===== src/rtl/irq_pri_pkg.sv =====
package irq_pri_pkg;

    localparam int GRP_W      = 3;
    localparam int SUB_W      = 2;
    localparam int FIELD_W    = GRP_W + SUB_W;
    localparam int SLOT_W     = 8;
    localparam int SLOTS_WORD = 4;
    localparam int WORD_W     = SLOT_W * SLOTS_WORD;

    typedef enum logic [1:0] {
        WR_PLAIN = 2'd0,
        WR_CLEAR = 2'd1,
        WR_SET   = 2'd2,
        WR_NONE  = 2'd3
    } wr_op_e;

    typedef enum logic [0:0] {
        ST_IDLE    = 1'b0,
        ST_REQUEST = 1'b1
    } res_state_e;

endpackage


===== src/rtl/irq_pri_regs.sv =====
module irq_pri_regs
    import irq_pri_pkg::*;
#(
    parameter int NUM_VEC = 8,
    parameter int ADDR_W  = 1
) (
    input  logic                       clk,
    input  logic                       rst_n,
    input  logic                       wr_en,
    input  logic [1:0]                 wr_op,
    input  logic [ADDR_W-1:0]          addr,
    input  logic [WORD_W-1:0]          wr_data,
    output logic [WORD_W-1:0]          rd_data,
    output logic [NUM_VEC*FIELD_W-1:0] fields
);

    logic [FIELD_W-1:0] fld_q [NUM_VEC];

    for (genvar v = 0; v < NUM_VEC; v++) begin : g_field
        localparam int WIDX  = v / SLOTS_WORD;
        localparam int SHIFT = (v % SLOTS_WORD) * SLOT_W;

        logic hit;
        logic [FIELD_W-1:0] din;

        assign hit = wr_en && (addr == ADDR_W'(WIDX));
        assign din = wr_data[SHIFT +: FIELD_W];

        always_ff @(posedge clk) begin
            if (!rst_n) begin
                fld_q[v] <= '0;
            end else if (hit) begin
                case (wr_op_e'(wr_op))
                    WR_PLAIN: fld_q[v] <= din;
                    WR_CLEAR: fld_q[v] <= fld_q[v] & ~din;
                    WR_SET:   fld_q[v] <= fld_q[v] | din;
                    default:  fld_q[v] <= fld_q[v];
                endcase
            end
        end

        assign fields[v*FIELD_W +: FIELD_W] = fld_q[v];
    end

    always_comb begin
        rd_data = '0;
        for (int v = 0; v < NUM_VEC; v++) begin
            if (addr == ADDR_W'(v / SLOTS_WORD)) begin
                rd_data[(v % SLOTS_WORD) * SLOT_W +: FIELD_W] = fld_q[v];
            end
        end
    end

endmodule


===== src/rtl/irq_pri_flags.sv =====
module irq_pri_flags #(
    parameter int NUM_VEC = 8
) (
    input  logic               clk,
    input  logic               rst_n,
    input  logic [NUM_VEC-1:0] set_i,
    input  logic [NUM_VEC-1:0] clr_i,
    output logic [NUM_VEC-1:0] flags
);

    always_ff @(posedge clk) begin
        if (!rst_n) begin
            flags <= '0;
        end else begin
            flags <= (flags & ~clr_i) | set_i;
        end
    end

endmodule


===== src/rtl/irq_pri_arbiter.sv =====
module irq_pri_arbiter
    import irq_pri_pkg::*;
#(
    parameter int NUM_VEC = 8,
    parameter int IDX_W   = 3
) (
    input  logic [NUM_VEC-1:0]         flags,
    input  logic [NUM_VEC-1:0]         enable,
    input  logic [NUM_VEC*FIELD_W-1:0] fields,
    output logic                       win_valid,
    output logic [IDX_W-1:0]           win_idx,
    output logic [GRP_W-1:0]           win_grp
);

    logic [FIELD_W-1:0] best_key;

    always_comb begin
        win_valid = 1'b0;
        win_idx   = '0;
        best_key  = '0;
        for (int i = 0; i < NUM_VEC; i++) begin
            logic [FIELD_W-1:0] key;
            logic               elig;
            key  = fields[i*FIELD_W +: FIELD_W];
            elig = flags[i] && enable[i] && (key[FIELD_W-1 -: GRP_W] != '0);
            if (elig && (!win_valid || key > best_key)) begin
                win_valid = 1'b1;
                win_idx   = IDX_W'(i);
                best_key  = key;
            end
        end
        win_grp = best_key[FIELD_W-1 -: GRP_W];
    end

endmodule


===== src/rtl/irq_pri_resolver.sv =====
module irq_pri_resolver
    import irq_pri_pkg::*;
#(
    parameter  int NUM_VEC   = 8,
    localparam int NUM_WORDS = (NUM_VEC + SLOTS_WORD - 1) / SLOTS_WORD,
    localparam int ADDR_W    = (NUM_WORDS > 1) ? $clog2(NUM_WORDS) : 1,
    localparam int IDX_W     = (NUM_VEC > 1) ? $clog2(NUM_VEC) : 1
) (
    input  logic               clk,
    input  logic               rst_n,
    input  logic [NUM_VEC-1:0] src_set,
    input  logic [NUM_VEC-1:0] flag_clr,
    input  logic [NUM_VEC-1:0] vec_enable,
    input  logic [2:0]         cpu_level,
    input  logic               reg_wr,
    input  logic [1:0]         reg_op,
    input  logic [ADDR_W-1:0]  reg_addr,
    input  logic [31:0]        reg_wdata,
    output logic [31:0]        reg_rdata,
    output logic [NUM_VEC-1:0] pend_flags,
    output logic               req_valid,
    output logic [IDX_W-1:0]   req_vector,
    output logic [2:0]         req_level,
    output logic               wake_req
);

    logic [NUM_VEC*FIELD_W-1:0] fields;
    logic                       win_valid;
    logic [IDX_W-1:0]           win_idx;
    logic [GRP_W-1:0]           win_grp;
    logic                       preempt_ok;

    res_state_e state_q, state_d;

    irq_pri_regs #(
        .NUM_VEC (NUM_VEC),
        .ADDR_W  (ADDR_W)
    ) u_regs (
        .clk     (clk),
        .rst_n   (rst_n),
        .wr_en   (reg_wr),
        .wr_op   (reg_op),
        .addr    (reg_addr),
        .wr_data (reg_wdata),
        .rd_data (reg_rdata),
        .fields  (fields)
    );

    irq_pri_flags #(
        .NUM_VEC (NUM_VEC)
    ) u_flags (
        .clk   (clk),
        .rst_n (rst_n),
        .set_i (src_set),
        .clr_i (flag_clr),
        .flags (pend_flags)
    );

    irq_pri_arbiter #(
        .NUM_VEC (NUM_VEC),
        .IDX_W   (IDX_W)
    ) u_arb (
        .flags     (pend_flags),
        .enable    (vec_enable),
        .fields    (fields),
        .win_valid (win_valid),
        .win_idx   (win_idx),
        .win_grp   (win_grp)
    );

    // Only the group level competes with the running level.
    assign preempt_ok = win_valid && (win_grp > cpu_level);

    // Next-state logic.
    always_comb begin
        state_d = state_q;
        unique case (state_q)
            ST_IDLE:    state_d = preempt_ok ? ST_REQUEST : ST_IDLE;
            ST_REQUEST: state_d = preempt_ok ? ST_REQUEST : ST_IDLE;
        endcase
    end

    // State register.
    always_ff @(posedge clk) begin
        if (!rst_n) begin
            state_q <= ST_IDLE;
        end else begin
            state_q <= state_d;
        end
    end

    // Registered outputs, updated on the same edge as the state.
    always_ff @(posedge clk) begin
        if (!rst_n) begin
            req_vector <= '0;
            req_level  <= '0;
            wake_req   <= 1'b0;
        end else begin
            req_vector <= preempt_ok ? win_idx : '0;
            req_level  <= preempt_ok ? win_grp : '0;
            wake_req   <= win_valid;
        end
    end

    assign req_valid = (state_q == ST_REQUEST);

endmodule


===== config.mk =====
export PLATFORM = sky130hd
export DESIGN_NAME = irq_pri_resolver
export DESIGN_NICKNAME = d
export VERILOG_FILES = /design/src/rtl/irq_pri_pkg.sv /design/src/rtl/irq_pri_regs.sv /design/src/rtl/irq_pri_flags.sv /design/src/rtl/irq_pri_arbiter.sv /design/src/rtl/irq_pri_resolver.sv
export SDC_FILE = /design/constraint.sdc
export NUM_CORES = 1
export LEC_CHECK = 0
export BUFFER_PORTS_ARGS = -buffer_cell sky130_fd_sc_hd__buf_2
export CORE_MARGIN = 5
export CORE_UTILIZATION = 55
export CTS_CLUSTER_DIAMETER = 80
export DETAILED_ROUTE_END_ITERATION = 6
export PLACE_DENSITY = 0.82
export SYNTH_ARGS = -nofsm -noshare
export SYNTH_HDL_FRONTEND = slang
export SYNTH_HIERARCHICAL = 1
export SYNTH_SLANG_ARGS = --single-unit

===== constraint.sdc =====
create_clock -name clk -period 14.5 [get_ports clk]
set_clock_uncertainty 0.05 [all_clocks]
set_input_delay 0.725 -clock clk [delete_from_list [all_inputs] [get_ports clk]]
set_output_delay 0.725 -clock clk [all_outputs]
set_load 0.005 [all_outputs]

Word level (Yosys, flattened, before mapping)
Memories as Yosys holds them, arrays and structs flattened. Index checks and enable logic that the tools add are counted.

Input bits: 65. Register bits: 16. Memories: 1. RAM bits: 40.

Memory list: u_regs.fld_q (words 8, bits a word 5, read ports 8, clocked after memory_dff 0, write ports 8, RTL line irq_pri_regs.sv:17) `logic [FIELD_W-1:0] fld_q [NUM_VEC];`.

Mux-type cells: 89. Reductions and logical operators: 51. Eq/ne operators: 2. Order comparisons: 8. Bitwise operators: 56.

Operators with widths (number): 2-to-1 mux 5 bit (44); bitwise AND 5 bit (8); OR 5 bit (8); 2-to-1 mux 1 bit (39); greater-than comparator 5 bit (7); OR 1 bit (32); logical AND 1 bit (26); nonzero test 3 bit (8); NOT 5 bit (4); 2-to-1 mux 3 bit (4); bitwise AND 8 bit (1); NOT 8 bit (1); OR 8 bit (1); zero test 1 bit (7); logical OR 1 bit (7); 2-to-1 mux 2 bit (2); greater-than comparator 3 bit (1); OR reduction 3 bit (1); equality test 2 x 1 -> 1 bit, second input constant (1); equality test 2 bit, second input constant (1); zero test 2 bit (1); AND reduction 2 bit (1); NOT 1 bit (1).

Longest topological paths before layout
An unclocked memory read counts as a cell.

Word-level depth: 35. Mapped depth: 63.

Cells and area by module
Netlist, hierarchy kept.

By module, submodules not included: irq_pri_regs (area an instance 2468.6 µm², sequential area each 1201.2 µm², instances 1, cells each 213); irq_pri_arbiter (area an instance 1649.1 µm², sequential area each 0.0 µm², instances 1, cells each 233); irq_pri_flags (area an instance 337.8 µm², sequential area each 160.2 µm², instances 1, cells each 25); irq_pri_resolver (area an instance 297.8 µm², sequential area each 160.2 µm², instances 1, cells each 26).

Worst setup path after synthesis
No wires, ideal clock.

Path type: input port to flip-flop. From: input port vec_enable[0]. To: register req_level[0]. Stages: 59. Setup slack: 2579 ps. Arrival time: 11811 ps. Data required time: 14391 ps. Buffers on the path: 2. Path through: o311a_2 > nand2_1 > ha_1 > nor2b_1 > o21a_1 > o21ai_0 > a21oi_1 > o22ai_1 > ha_1 > a21o_1 > a21oi_1 > a21oi_2 > or2_1 > buf_6 > a221o_1 > a21boi_0 > ha_1 > and4_1 > [... 23 more ...] > o21ai_0 > a21o_1 > a21boi_1 > clkinv_1 > o22ai_1 > ha_1 > nor2b_1 > o21a_1 > o21ai_0 > a21oi_1 > o21bai_1 > nand2_1 > o22a_1 > o21a_1 > ha_1 > and3_4 > a211oi_4 > and2_1.

Longest elaborated chain between the ends: 34. Elaborated cells on any way between the ends: 49.

Ends and longest elaborated chain: from (decl) (RTL line irq_pri_resolver.sv:13) `input logic [NUM_VEC-1:0] vec_enable,`; logical AND 1 bit * (2 in a row) (RTL line irq_pri_arbiter.sv:25) `elig = flags[i] && enable[i] && (key[FIELD_W-1 -: GRP_W] != '0);`; 2-to-1 mux 5 bit / 2-to-1 mux 1 bit (equally long branches) (RTL line irq_pri_arbiter.sv:26) `if (elig && (!win_valid || key > best_key)) begin`; greater-than comparator 5 bit / zero test 1 bit (equally long branches) (RTL line irq_pri_arbiter.sv:26); logical OR 1 bit (RTL line irq_pri_arbiter.sv:26); logical AND 1 bit (RTL line irq_pri_arbiter.sv:26); 2-to-1 mux 5 bit / 2-to-1 mux 1 bit (equally long branches) (RTL line irq_pri_arbiter.sv:26); greater-than comparator 5 bit / zero test 1 bit (equally long branches) (RTL line irq_pri_arbiter.sv:26); logical OR 1 bit (RTL line irq_pri_arbiter.sv:26); [... 18 more ...]; greater-than comparator 5 bit / zero test 1 bit (equally long branches) (RTL line irq_pri_arbiter.sv:26); logical OR 1 bit (RTL line irq_pri_arbiter.sv:26); logical AND 1 bit (RTL line irq_pri_arbiter.sv:26); 2-to-1 mux 5 bit * (RTL line irq_pri_arbiter.sv:26); via win_grp[2] (RTL line irq_pri_resolver.sv:30) `logic [GRP_W-1:0] win_grp;`; greater-than comparator 3 bit * (RTL line irq_pri_resolver.sv:72) `assign preempt_ok = win_valid && (win_grp > cpu_level);`; logical AND 1 bit * (RTL line irq_pri_resolver.sv:72); AND reduction 2 bit (no source line) *; to (signal assigned) (RTL line irq_pri_resolver.sv:100) `req_level <= preempt_ok ? win_grp : '0;`; to (decl) (RTL line irq_pri_resolver.sv:23) `output logic [2:0] req_level,`.

Mark *: on every way through the listed nets, which the timed path passes. The rest lies on a longest branch. A chain may end at the register's enable or synchronous reset.

==> key figures <==
Layout
  – P&R area growth vs syn: 11.1%
  – Ant. Diodes: 0
  – Utilization after layout: 0.617
  – Nets: 677
  – Post-Layout Cell Count: 683
  – Share of cells above drive strength 1: 0.271

Power and ir drop
  – Net Switching: 0.148 mW
  – Comb power frac: 0.325
  – VDD IR-drop max: 0.0617 mV
  – Final Total Pwr: 0.429 mW
  – Cell Pwr Density: 81.3 mW/mm^2
  – Part of the power in registers: 0.458
  – Leakage: 2.28 nW
  – Power share of the clock group: 0.216
  – Int Pwr: 0.281 mW
  – Switching part of the total: 0.345

Floorplanning
  – Initial Utilization: 0.556
  – Row cnt: 34
  – Die area: roughly 0.011 sq mm
  – Die span in x: slightly above 100 um
  – Chip Height: 103 um
  – IO Pins: 113
  – Core area: 0.00855 sq mm

Critical path
  – Crit path kind: flop to flop
  – CP max stage delay: around 0.54 ns
  – Destination of the worst register-to-register timing path: req_level[0]$_SDFF_PN0_
  – Crit path top cell by count: ha_1
  – Worst Path Max Fanout: 12
  – Worst r2r path cells: 57
  – Setup crit end kind: flop
  – CP Data Required Time: 14.72 ns
  – CP Data Arrival Time: 13.82 ns
  – CP Launch Type: flop
  – FF-to-FF setup slack: 0.89 ns
  – R2r startpoint: u_regs/fld_q[0][2]$_DFFE_PP_
  – Slowest-stage cell, CP: o311a_2

Worst hold path
  – Hold path cells: 2
  – Hold path start: src_set[3]
  – Worst hold path class: input pin to flop
  – WHS Endpoint: u_flags/flags[3]$_SDFF_PN0_

Logic synthesis
  – Mux contribution to synthesized area: 0.0571
  – Synth Area in XOR/XNOR: 0
  – Cells after Synth: 497
  – Synthesized area per cell: 9.56 sq um
  – Post-synth top flop: edfxtp_1
  – Largest family of logic cells by synthesized area: compound AO/OA/AOI/OAI gates
  – Yosys reg bits: 56
  – Sequential area share after synthesis: 0.320
  – Synth unique cells: 64
  – Post-Synth Adder-Cell Area: 0.100
  – Post-synthesis compound-gate area fraction: 0.268
  – Number of synthesized flops with an enable pin: 40
  – Cell Area, Synth: about 0.0048 sq mm
  – Simple-Gate Fraction of Synth Area: 0.192
  – YS warnings: 6
  – FFs w/ async S/R, synth: 0

Clocking
  – CTS H-tree depth: 2
  – Worst skew pair latency: 0.32 ns
  – Post-CTS Repair Setup Buffers: 0
  – Reg clk slew, reported paths: 0.11 ns
  – Root buffer cell: clkbuf_8
  – Num CTS Buffers: 5
  – Clock Sinks: 56
  – Post_cts resized: 0
  – Clock tree buffer depth: 2
  – TritonCTS clock tree: done
  – CTS Hold Buffers Added: 0

Drt
  – ANT nets after route: 0
  – Drt first pass iters: 5
  – Drt first-iter violations: 370
  – DR vias: 4280
  – Via-to-Cell Ratio: between 6 and 7
  – Post-detailed-routing wire length: around 13000 um
  – WL per Instance: ~19 um
  – DRC Markers: 0

Placed design
  – Port Buffers: 88
  – Placed cell count: 675
  – Final HPWL DP: 9840 um
  – GPL Wtd Cong: 0.875

STA
  – Slew @ Worst Pin: approximately 0.93 ns
  – Fmax: 0.0735 GHz
  – Min Tclk post-route: ~14 ns
  – Final Setup Violations: 0
  – Slew HR: 0.380
  – Sum Neg Setup Slack: 0 ns
  – Hold Vio Cnt, Final: 0
  – Max Transition Viols Final: 0
  – RSZ-0062 raised after global routing: false
  – Period utilization: 0.938
  – Final hold slack: 0.555 ns

GRT
  – First-pass GRT wire length: 19800 um
  – Vias in the first global route: 4012
  – Overflow after GRT: 0
  – GRT Util Overall: 0.241
  – Initial antenna violation count: 0
  – Pin count of the biggest net entering global routing: 28

Flow run
  – Maxcap violations: 0

Run status
  – Status: finished clean
==> power groups by stage <==
stage / Combinational, mW / Sequential (mW) / Clock [mW]
2_1_floorplan: 0.0999 / 0.194 / 0
3_3_place_gp: 0.130 / 0.199 / 0
3_5_place_dp: 0.137 / 0.200 / 0
4_1_cts: 0.137 / 0.196 / 0.0926
5_1_grt: 0.156 / 0.198 / 0.0999
6_report: 0.140 / 0.197 / 0.0929
==> worst max-delay path: cells and delay by family, from the launching register on <==
| kind | cells | cell delay, ns |
|---|---|---|
| flip-flops | 1 | 0.50 |
| AND/OR/NAND/NOR | 9 | 1.54 |
| buffers and inverters | 3 | 0.69 |
| multiplexers | 1 | 0.35 |
| adder cells (fa/ha/maj) | 8 | 2.32 |
| AO/OA/AOI/OAI | 36 | 8.06 |
==> area by class of cell <==
| class | count | area [sq um] |
|---|---|---|
| clock inverters | 2 | 16.3 |
| multi-input cells | 399 | 2990 |
| fillers | 707 | 3270 |
| repair buffers | 91 | 463 |
| inverters | 21 | 78.8 |
| well taps | 108 | 135 |
| flip-flops and latches | 56 | 1520 |
| clock buffers | 6 | 72.6 |
==> metrics by stage <==
stage	setup WS (ns)	instance area (sq um)
6_report	0.893	5280
5_1_grt	0.0325	5280
4_1_cts	0.611	5270
3_5_place_dp	0.540	5180
3_3_place_gp	0.948	5180
2_1_floorplan	2.58	4790
==> cells by family after synthesis <==
logic type,Yosys count
adder cells (fa/ha/maj),38
multiplexers,24
other,1
AND/OR/NAND/NOR,151
buffers and inverters,53
flip-flops,56
AO/OA/AOI/OAI,174
==> worst max path at each step <==
stage,startpoint,endpoint,slack [ns],cells past startpoint
global placement,vec_enable[0],req_level[0]$_SDFF_PN0_,0.95,59
CTS,u_regs/fld_q[0][2]$_DFFE_PP_,req_vector[0]$_SDFF_PN0_,0.61,57
detailed placement,vec_enable[0],req_vector[0]$_SDFF_PN0_,0.54,58
finish,u_regs/fld_q[0][2]$_DFFE_PP_,req_level[0]$_SDFF_PN0_,0.89,57
global route,u_regs/fld_q[0][2]$_DFFE_PP_,req_level[1]$_SDFF_PN0_,0.03,57
floorplan,vec_enable[0],req_level[0]$_SDFF_PN0_,2.58,59
==> synth_stat cells, drive strengths merged (12+ instances only) <==
| cell type | n | share of area |
|---|---|---|
| a21oi | 26 | 0.028 |
| a22o | 21 | 0.039 |
| a31o | 12 | 0.022 |
| buf | 28 | 0.042 |
| dfxtp | 16 | 0.067 |
| edfxtp | 40 | 0.25 |
| ha | 38 | 0.10 |
| inv | 20 | 0.016 |
| mux2 | 22 | 0.053 |
| nand2 | 31 | 0.024 |
| nand3 | 12 | 0.013 |
| nor2 | 19 | 0.015 |
| nor2b | 39 | 0.064 |
| nor3b | 13 | 0.023 |
| o21a | 22 | 0.035 |
| o21ai | 38 | 0.041 |
==> per-layer routing <==
metal  track usage  wire [um]  up-vias
met4        0.0956        403        0
li1              -          -     2012
met3        0.0487       1140       30
met1         0.305       5100     2035
met5             0          0        -
met2         0.403       6320      203
==> registers in the layout, indices dropped and copies added (netlist names) <==
signal	flops
req_level	3
req_valid	1
req_vector	3
u_flags/flags	8
u_regs/fld_q	40
wake_req	1
==> placed cells by master (no fill, tap or decap), drive strengths merged, types with 5 or more instances in the layout <==
cell type / synthesis / routed
nor2b: 39 / 39
o22ai: 7 / 7
nor3b: 13 / 13
ha: 38 / 38
o311a: 7 / 7
a31o: 12 / 12
dfxtp: 16 / 16
nand2b: 7 / 7
o21a: 22 / 22
nor2: 19 / 19
a21oi: 26 / 26
nor3: 5 / 5
inv: 20 / 21
edfxtp: 40 / 40
nand3: 12 / 12
mux2: 22 / 22
and2: 7 / 7
nand2: 31 / 31
nand3b: 6 / 6
buf: 28 / 91
a22o: 21 / 21
conb: 1 / 12
o21ai: 38 / 38
clkbuf: 4 / 6
Note: power is estimated with default switching activity, not from simulation.
